[config.mk]
export PLATFORM = sky130hd
export DESIGN_NAME = satclamp_adder
export DESIGN_NICKNAME = d
export VERILOG_FILES = /design/src/rtl/satclamp_pkg.sv /design/src/rtl/satclamp_sum.sv /design/src/rtl/satclamp_cmp.sv /design/src/rtl/satclamp_select.sv /design/src/rtl/satclamp_outreg.sv /design/src/rtl/satclamp_adder.sv
export SDC_FILE = /design/constraint.sdc
export NUM_CORES = 1
export LEC_CHECK = 0
export BUFFER_PORTS_ARGS = -buffer_cell sky130_fd_sc_hd__buf_4
export CAP_MARGIN = 20
export CORE_MARGIN = 2
export CORE_UTILIZATION = 46
export DETAILED_ROUTE_END_ITERATION = 7
export GPL_TIMING_DRIVEN = 0
export PLACE_DENSITY = 0.82
export RECOVER_POWER = 100
export SYNTH_ARGS = -nofsm -noshare
export SYNTH_HDL_FRONTEND = slang
export SYNTH_SLANG_ARGS = --single-unit
[constraint.sdc]
create_clock -name vclk -period 3.67
set_input_delay 0.367 -clock vclk [all_inputs]
set_output_delay 0.367 -clock vclk [all_outputs]
set_load 0.005 [all_outputs]
[src/rtl/satclamp_pkg.sv]
package satclamp_pkg;

    // Clip flags: packed so that {above, below} is the 2-bit port vector.
    typedef struct packed {
        logic above;   // bit 1
        logic below;   // bit 0
    } clip_flags_t;

    localparam int CLIP_W = 2;

endpackage

[src/rtl/satclamp_sum.sv]
module satclamp_sum #(
    parameter int W = 16
) (
    input  logic [W-1:0] op_a,
    input  logic [W-1:0] op_b,
    output logic [W:0]   sum_wide
);
    localparam int SW = W + 1;

    logic [SW-1:0] a_ext;
    logic [SW-1:0] b_ext;

    always_comb begin
        a_ext    = {op_a[W-1], op_a};
        b_ext    = {op_b[W-1], op_b};
        sum_wide = a_ext + b_ext;
    end

endmodule

[src/rtl/satclamp_cmp.sv]
module satclamp_cmp
    import satclamp_pkg::*;
#(
    parameter int W = 16
) (
    input  logic [W:0]   sum_wide,
    input  logic [W-1:0] lim_lo,
    input  logic [W-1:0] lim_hi,
    output clip_flags_t  flags
);
    localparam int SW = W + 1;

    logic signed [SW-1:0] lo_ext;
    logic signed [SW-1:0] hi_ext;
    logic signed [SW-1:0] s_sgn;

    always_comb begin
        lo_ext      = $signed({lim_lo[W-1], lim_lo});
        hi_ext      = $signed({lim_hi[W-1], lim_hi});
        s_sgn       = $signed(sum_wide);
        flags.below = (s_sgn < lo_ext);
        flags.above = (s_sgn > hi_ext);
    end

endmodule

[src/rtl/satclamp_select.sv]
module satclamp_select
    import satclamp_pkg::*;
#(
    parameter int W = 16
) (
    input  logic         clk,
    input  logic         rst,
    input  logic [W:0]   sum_wide,
    input  logic [W-1:0] lim_lo,
    input  logic [W-1:0] lim_hi,
    input  clip_flags_t  flags,
    output logic [W-1:0] result
);

    always_comb begin
        unique case (flags)
            2'b11:   result = '0;
            2'b01:   result = lim_lo;
            2'b10:   result = lim_hi;
            default: result = sum_wide[W-1:0];
        endcase
    end

    AST_LOW_CLAMP: assert property (@(posedge clk) disable iff (rst)
        (flags == 2'b01) |-> (result == lim_lo));

    AST_HIGH_CLAMP: assert property (@(posedge clk) disable iff (rst)
        (flags == 2'b10) |-> (result == lim_hi));

    AST_INVERTED_ZERO: assert property (@(posedge clk) disable iff (rst)
        (flags == 2'b11) |-> ((result == '0) && ($signed(lim_hi) < $signed(lim_lo))));

    AST_IN_WINDOW: assert property (@(posedge clk) disable iff (rst)
        (flags == 2'b00) |-> (($signed(result) >= $signed(lim_lo)) && ($signed(result) <= $signed(lim_hi))));

endmodule

[src/rtl/satclamp_outreg.sv]
module satclamp_outreg
    import satclamp_pkg::*;
#(
    parameter int W = 16
) (
    input  logic              clk,
    input  logic              rst,
    input  logic [W-1:0]      res_in,
    input  logic [CLIP_W-1:0] clip_in,
    output logic [W-1:0]      res_out,
    output logic [CLIP_W-1:0] clip_out
);
    typedef struct packed {
        logic [W-1:0]      res;
        logic [CLIP_W-1:0] clip;
    } stage_t;

    stage_t stage_d;
    stage_t stage_q;

    always_comb begin
        stage_d.res  = res_in;
        stage_d.clip = clip_in;
        if (rst) begin
            stage_d = '0;
        end
    end

    always_ff @(posedge clk) begin
        stage_q <= stage_d;
    end

    assign res_out  = stage_q.res;
    assign clip_out = stage_q.clip;

    AST_RESET_CLEARS: assert property (@(posedge clk) disable iff (rst)
        $past(rst) |-> ((res_out == '0) && (clip_out == '0)));

endmodule

[src/rtl/satclamp_adder.sv]
module satclamp_adder
    import satclamp_pkg::*;
#(
    parameter int W       = 16,
    parameter bit REG_OUT = 1'b0
) (
    input  logic              clk,
    input  logic              rst,
    input  logic [W-1:0]      op_a,
    input  logic [W-1:0]      op_b,
    input  logic [W-1:0]      lim_lo,
    input  logic [W-1:0]      lim_hi,
    output logic [W-1:0]      sum_o,
    output logic [CLIP_W-1:0] clip_o
);
    logic [W:0]   sum_wide;
    clip_flags_t  flags;
    logic [W-1:0] result;

    satclamp_sum #(.W(W)) sum_i (
        .op_a     (op_a),
        .op_b     (op_b),
        .sum_wide (sum_wide)
    );

    satclamp_cmp #(.W(W)) cmp_i (
        .sum_wide (sum_wide),
        .lim_lo   (lim_lo),
        .lim_hi   (lim_hi),
        .flags    (flags)
    );

    satclamp_select #(.W(W)) sel_i (
        .clk      (clk),
        .rst      (rst),
        .sum_wide (sum_wide),
        .lim_lo   (lim_lo),
        .lim_hi   (lim_hi),
        .flags    (flags),
        .result   (result)
    );

    generate
        if (REG_OUT) begin : g_reg
            satclamp_outreg #(.W(W)) oreg_i (
                .clk      (clk),
                .rst      (rst),
                .res_in   (result),
                .clip_in  (flags),
                .res_out  (sum_o),
                .clip_out (clip_o)
            );
        end else begin : g_comb
            assign sum_o  = result;
            assign clip_o = flags;
        end
    endgenerate

endmodule

## Word level (Yosys, flattened, before mapping)

Index checks and enable logic that the tools add are counted.

| word-level totals | value |
|---|---|
| flip-flop bits (word level) | 0 |
| input port bits | 66 |
| logic and storage cells | 7 |

| operators by class | value |
|---|---|
| add/sub/neg operators | 1 |
| magnitude comparators | 2 |
| eq/ne operators | 3 |
| multiplexer cells | 1 |

Operators by type and width:

| operator | count |
|---|---|
| 16-bit case mux with 3 select lines | 1 |
| 16-bit by 16-bit adder with 17-bit output | 1 |
| 17-bit by 16-bit > comparator with 1-bit output | 1 |
| 17-bit by 16-bit < comparator with 1-bit output | 1 |
| 2-bit equality test (second input constant) | 2 |
| 2-bit by 1-bit equality test with 1-bit output (second input constant) | 1 |

## Logic depth before layout (Yosys ltp)

| logic depth | value |
|---|---|
| depth after elaboration | 4 |
| gate-level depth with buffers | 19 |

## Hierarchy

From an unflattened synthesis, not the netlist that was laid out.

| second synthesis, totals | value |
|---|---|
| cells, all modules | 249 |
| area, all modules | 1,984.4 um2 |

By module, submodules not included:

| module | times used | cells each | area each (um2) |
|---|---|---|---|
| satclamp_cmp | 1 | 115 | 824.5 |
| satclamp_sum | 1 | 95 | 778.2 |
| satclamp_select | 1 | 39 | 381.6 |

## Worst setup path before layout

OpenSTA, ideal clock, no wires.

| path | value |
|---|---|
| path type | input to output |
| from | input port op_a[0] |
| to | output port sum_o[11] |
| arrival | 3.527 ns |
| required time | 3.303 ns |
| path slack | -0.224 ns |
| stages | 19 |
| buffers on the path | 1 |
| cell sequence | ha_1 fa_1 nand3_1 a211oi_2 a211oi_2 o21bai_1 nand2b_1 nand3_1 mux2i_1 ha_1 nand4_1 o31ai_1 a31oi_1 nor2_2 a31oi_4 inv_4 nor2_8 buf_8 o2bb2ai_1 |

| on the way | value |
|---|---|
| word-level cells in the longest chain between the ends | 4 |
| elaborated cells between the ends (all ways) | 7 |

RTL lines:

| element | line | source |
|---|---|---|
| start: declaration | satclamp_adder.sv:9 | `input logic [W-1:0] op_a,` |
| 16-bit by 16-bit adder with 17-bit output * | satclamp_sum.sv:16 | `sum_wide = a_ext + b_ext;` |
| 17-bit by 16-bit < comparator with 1-bit output * | satclamp_cmp.sv:21 | `flags.below = (s_sgn < lo_ext);` |
| named net clip_o[0] | satclamp_adder.sv:14 | `output logic [CLIP_W-1:0] clip_o` |
| 2-bit equality test or 2-bit by 1-bit equality test with 1-bit output (tied branches) | satclamp_select.sv:16 | `unique case (flags)` |
| 16-bit case mux with 3 select lines * | satclamp_select.sv:16 |  |
| end: declaration | satclamp_adder.sv:13 | `output logic [W-1:0] sum_o,` |

The timed path passes the listed nets; every way through them passes the cells marked *.

## Final worst setup path

| path | value |
|---|---|
| from | input port op_a[0] |
| to | output port sum_o[7] |

| on the way | value |
|---|---|
| word-level cells in the longest chain between the ends | 4 |
| elaborated cells between the ends (all ways) | 7 |

RTL lines:

| element | line |
|---|---|
| 16-bit by 16-bit adder with 17-bit output * | satclamp_sum.sv:16 |
| 17-bit by 16-bit < comparator with 1-bit output or 17-bit by 16-bit > comparator with 1-bit output (tied branches) | satclamp_cmp.sv:21, satclamp_cmp.sv:22 |
| 2-bit equality test or 2-bit by 1-bit equality test with 1-bit output (tied branches) | satclamp_select.sv:16 |
| 16-bit case mux with 3 select lines * | satclamp_select.sv:16 |

Mark *: on every way between the ends. The rest lies on a longest branch, timed or not.

==> impl_metrics.yaml <==
synth:
  synthMuxAreaShare_pct: 8.62
  synth-xor-area-share_pct: 6.21
  synthAdderAreaFrac_pct: 32.1
  synth.distinct_cells: 47
  syn_inst: 254
  yosysWarningCount: 0
  synth.top_cell.area_share_pct: 31.1
  avgSynthCellArea_um2: 7.77
  synth_top_family_by_area: "adder cells"
  synth_compound_area_share_pct: 29.1
  synth_area_leaders: "ha_1 31%, mux2i_1 8.6%, o2bb2ai_1 7.1%"
  synth_area_mm2: 0.00197
  synth_simple_gate_area_share_pct: 14.7
  syn-num-nets: 370
  ys_seq_area_share_pct: 0
  yosysTopAreaCell: "ha_1"
  yosys-top-cells-count: "49 x ha_1, 34 x inv_1, 19 x a21oi_1"
  synthMostInstantiatedCell: "ha_1"
hold_path:
  worstHoldEndpoint: "sum_o[14]"
  hold_start: "lim_hi[14]"
  min_path_type: "input port to output pin"
  min_path_cells: 3
global_routing:
  overflow: 0
  grt_pass1_wl_mm: 11.9
  antenna_found_initial: 0
  grt_max_degree: 11
  track_usage_pct: 29.1
  grt_pass1_vias: 2640
placed_design:
  hpwl_mm: 4.80
  port_buffers: 82
  gp_congestion: 0.910
  place_inst: 386
worst_setup_path:
  path_max_fanout: 5
  cp_common_cell: "buf_6"
  path_cells: "buf_6 > ha_4 > fa_2 > buf_6 > nand3_4 > a211oi_4 > a211oi_2 > o21bai_2 > xor2_2 > ha_1 > nand4_1 > o31ai_2 > a31oi_2 > buf_4 > a31oi_4 > buf_12 > buf_12 > mux2i_4 > o2bb2ai_4 > buf_6"
  worstPathRequired_ns: 3.30
  slowest_stage: "fa_2"
  path_delay_family: "compound AO/OA/AOI/OAI gates"
  cp.arrival_ns: 3.86
  worst-path-stages: 20
  critical_path_class: "input port to output pin"
  cp_num_buf_inv: 6
  end_kind: "output pin"
  worstSetupStartpointType: "input port"
  slowest_delay_ns: 0.37
sta:
  post-route-period-util_pct: 115
  worst_slew_margin_rel_pct: 60.1
  slew_viol_final: 0
  setup_slack_ns: -0.552
  finalCriticalPeriod_ns: 4.22
  finalHoldViolations: 0
  fmax_ghz: 0.237
  setup_viol: 18
  worstMarginPinSlew_ns: 0.595
  rsz0062_at_grt: "yes"
power:
  p_leak_uw: 0.00165
  vdd.ir_drop.worst_uv: 190
  p_per_area_mw_per_mm2: 380
  total_power_uw: 1340
floorplan:
  fp-row-count: 23
  initial_utilization_pct: 48.6
  die-area_mm2: 0.00483
  fp.dieH_um: 69.5
  fp.dieW_um: 69.5
  core_mm2: 0.00406
  pin_count: 84
drt:
  detail-route-antenna-nets: 0
  firstDrtPassIters: 4
  avgViaCountPerCell: 6.14
  wirelength_mm: 7.97
  drc_errors: 0
  wl_per_cell_um: 19.3
  vias: 2537
  initialDrtViolationCount: 154
final_layout:
  seq_area_um2: 0
  nNetsFinal: 481
  n_sequential_cell: 0
  final_util_pct: 86.8
  drive_above_1_share_pct: 51.0
  diodes: 0
  syn2layout_area_growth_pct: 78.4
  fin_cells: 413
  fillers: 208
  clkbuf_count: 0
flow_run:
  drv_cap: 0
status:
  violations: "negative setup slack"
  status: "complete, but fails checks"
cts:
  cts_hold_repair.buffers: 0
[what timing repair did]
action	4_1_cts	5_1_grt
pin swaps	30	19
setup endpoints to repair	18	18
setup buffers	21	5
resized for setup	43	34
gates cloned	2	0
[cell type report]
class | count | area, um^2 | area share, %
multi-input cells | 214 | 2320 | 66.0
well taps | 50 | 62.6 | 1.78
repair buffers | 110 | 927 | 26.3
plain buffers | 4 | 71.3 | 2.03
inverters | 35 | 136 | 3.87
[cell usage in the layout, fill, tap and decap left out, types with 5 or more instances in the layout]
| master | n |
|---|---|
| a21oi_1 | 17 |
| buf_4 | 94 |
| buf_6 | 14 |
| ha_1 | 40 |
| ha_4 | 8 |
| inv_1 | 33 |
| mux2i_1 | 5 |
| mux2i_4 | 9 |
| nand2_1 | 17 |
| nand3_1 | 6 |
| nand4_1 | 7 |
| nor2_1 | 10 |
| o2bb2ai_2 | 7 |
| o2bb2ai_4 | 6 |
| xor2_1 | 5 |
[how the worst max path moves through the flow]
stage / slack, ns / from / to
6_report: -0.55 / op_a[0] / sum_o[7]
5_1_grt: -0.67 / op_a[0] / sum_o[13]
4_1_cts: -0.41 / op_a[0] / sum_o[7]
3_5_place_dp: -0.78 / op_a[1] / sum_o[7]
3_3_place_gp: -0.77 / op_a[6] / sum_o[8]
2_1_floorplan: -0.10 / op_a[6] / sum_o[11]
[metal layers]
| metal | global-route usage [%] | part of all wire [%] |
|---|---|---|
| met1 | 34.2 | 39 |
| met2 | 54.8 | 52 |
| met3 | 2.76 | 5.9 |
| met4 | 8.71 | 3.2 |
| met5 | 0 | 0 |
[worst min-delay path: stages]
cell and delay, ns:
buf_4 0.09, o2bb2ai_2 0.09, buf_4 0.10
[metrics by stage]
stage                     cell area, um^2  worst slack [ns]  hold slack [ns]  TNS [ns]
final                                3520            -0.552             1.01     -8.89
after CTS                            3280            -0.412             1.02     -6.17
after floorplan                      2160            -0.104            0.820    -0.972
after global placement               2840            -0.771             1.01    -11.88
after global routing                 3520            -0.669             1.04    -11.02
after detailed placement             2840            -0.781             1.02    -11.95
[kinds of logic (layout without fill, tap and decap cells)]
family	Yosys count	in the layout
AO/OA/AOI/OAI	76	76
adder cells (fa/ha/maj)	50	50
XOR/XNOR	14	14
AND/OR/NAND/NOR	57	57
multiplexers	17	17
buffers and inverters	40	149
[report_power, final]
| part | internal, uW | leakage (uW) | switching, uW |
|---|---|---|---|
| sequential | 0 | 0 | 0 |
| combinational | 709 | 0.00165 | 631 |
| clock | 0 | 0 | 0 |
Power figures use the tool's default switching activity.
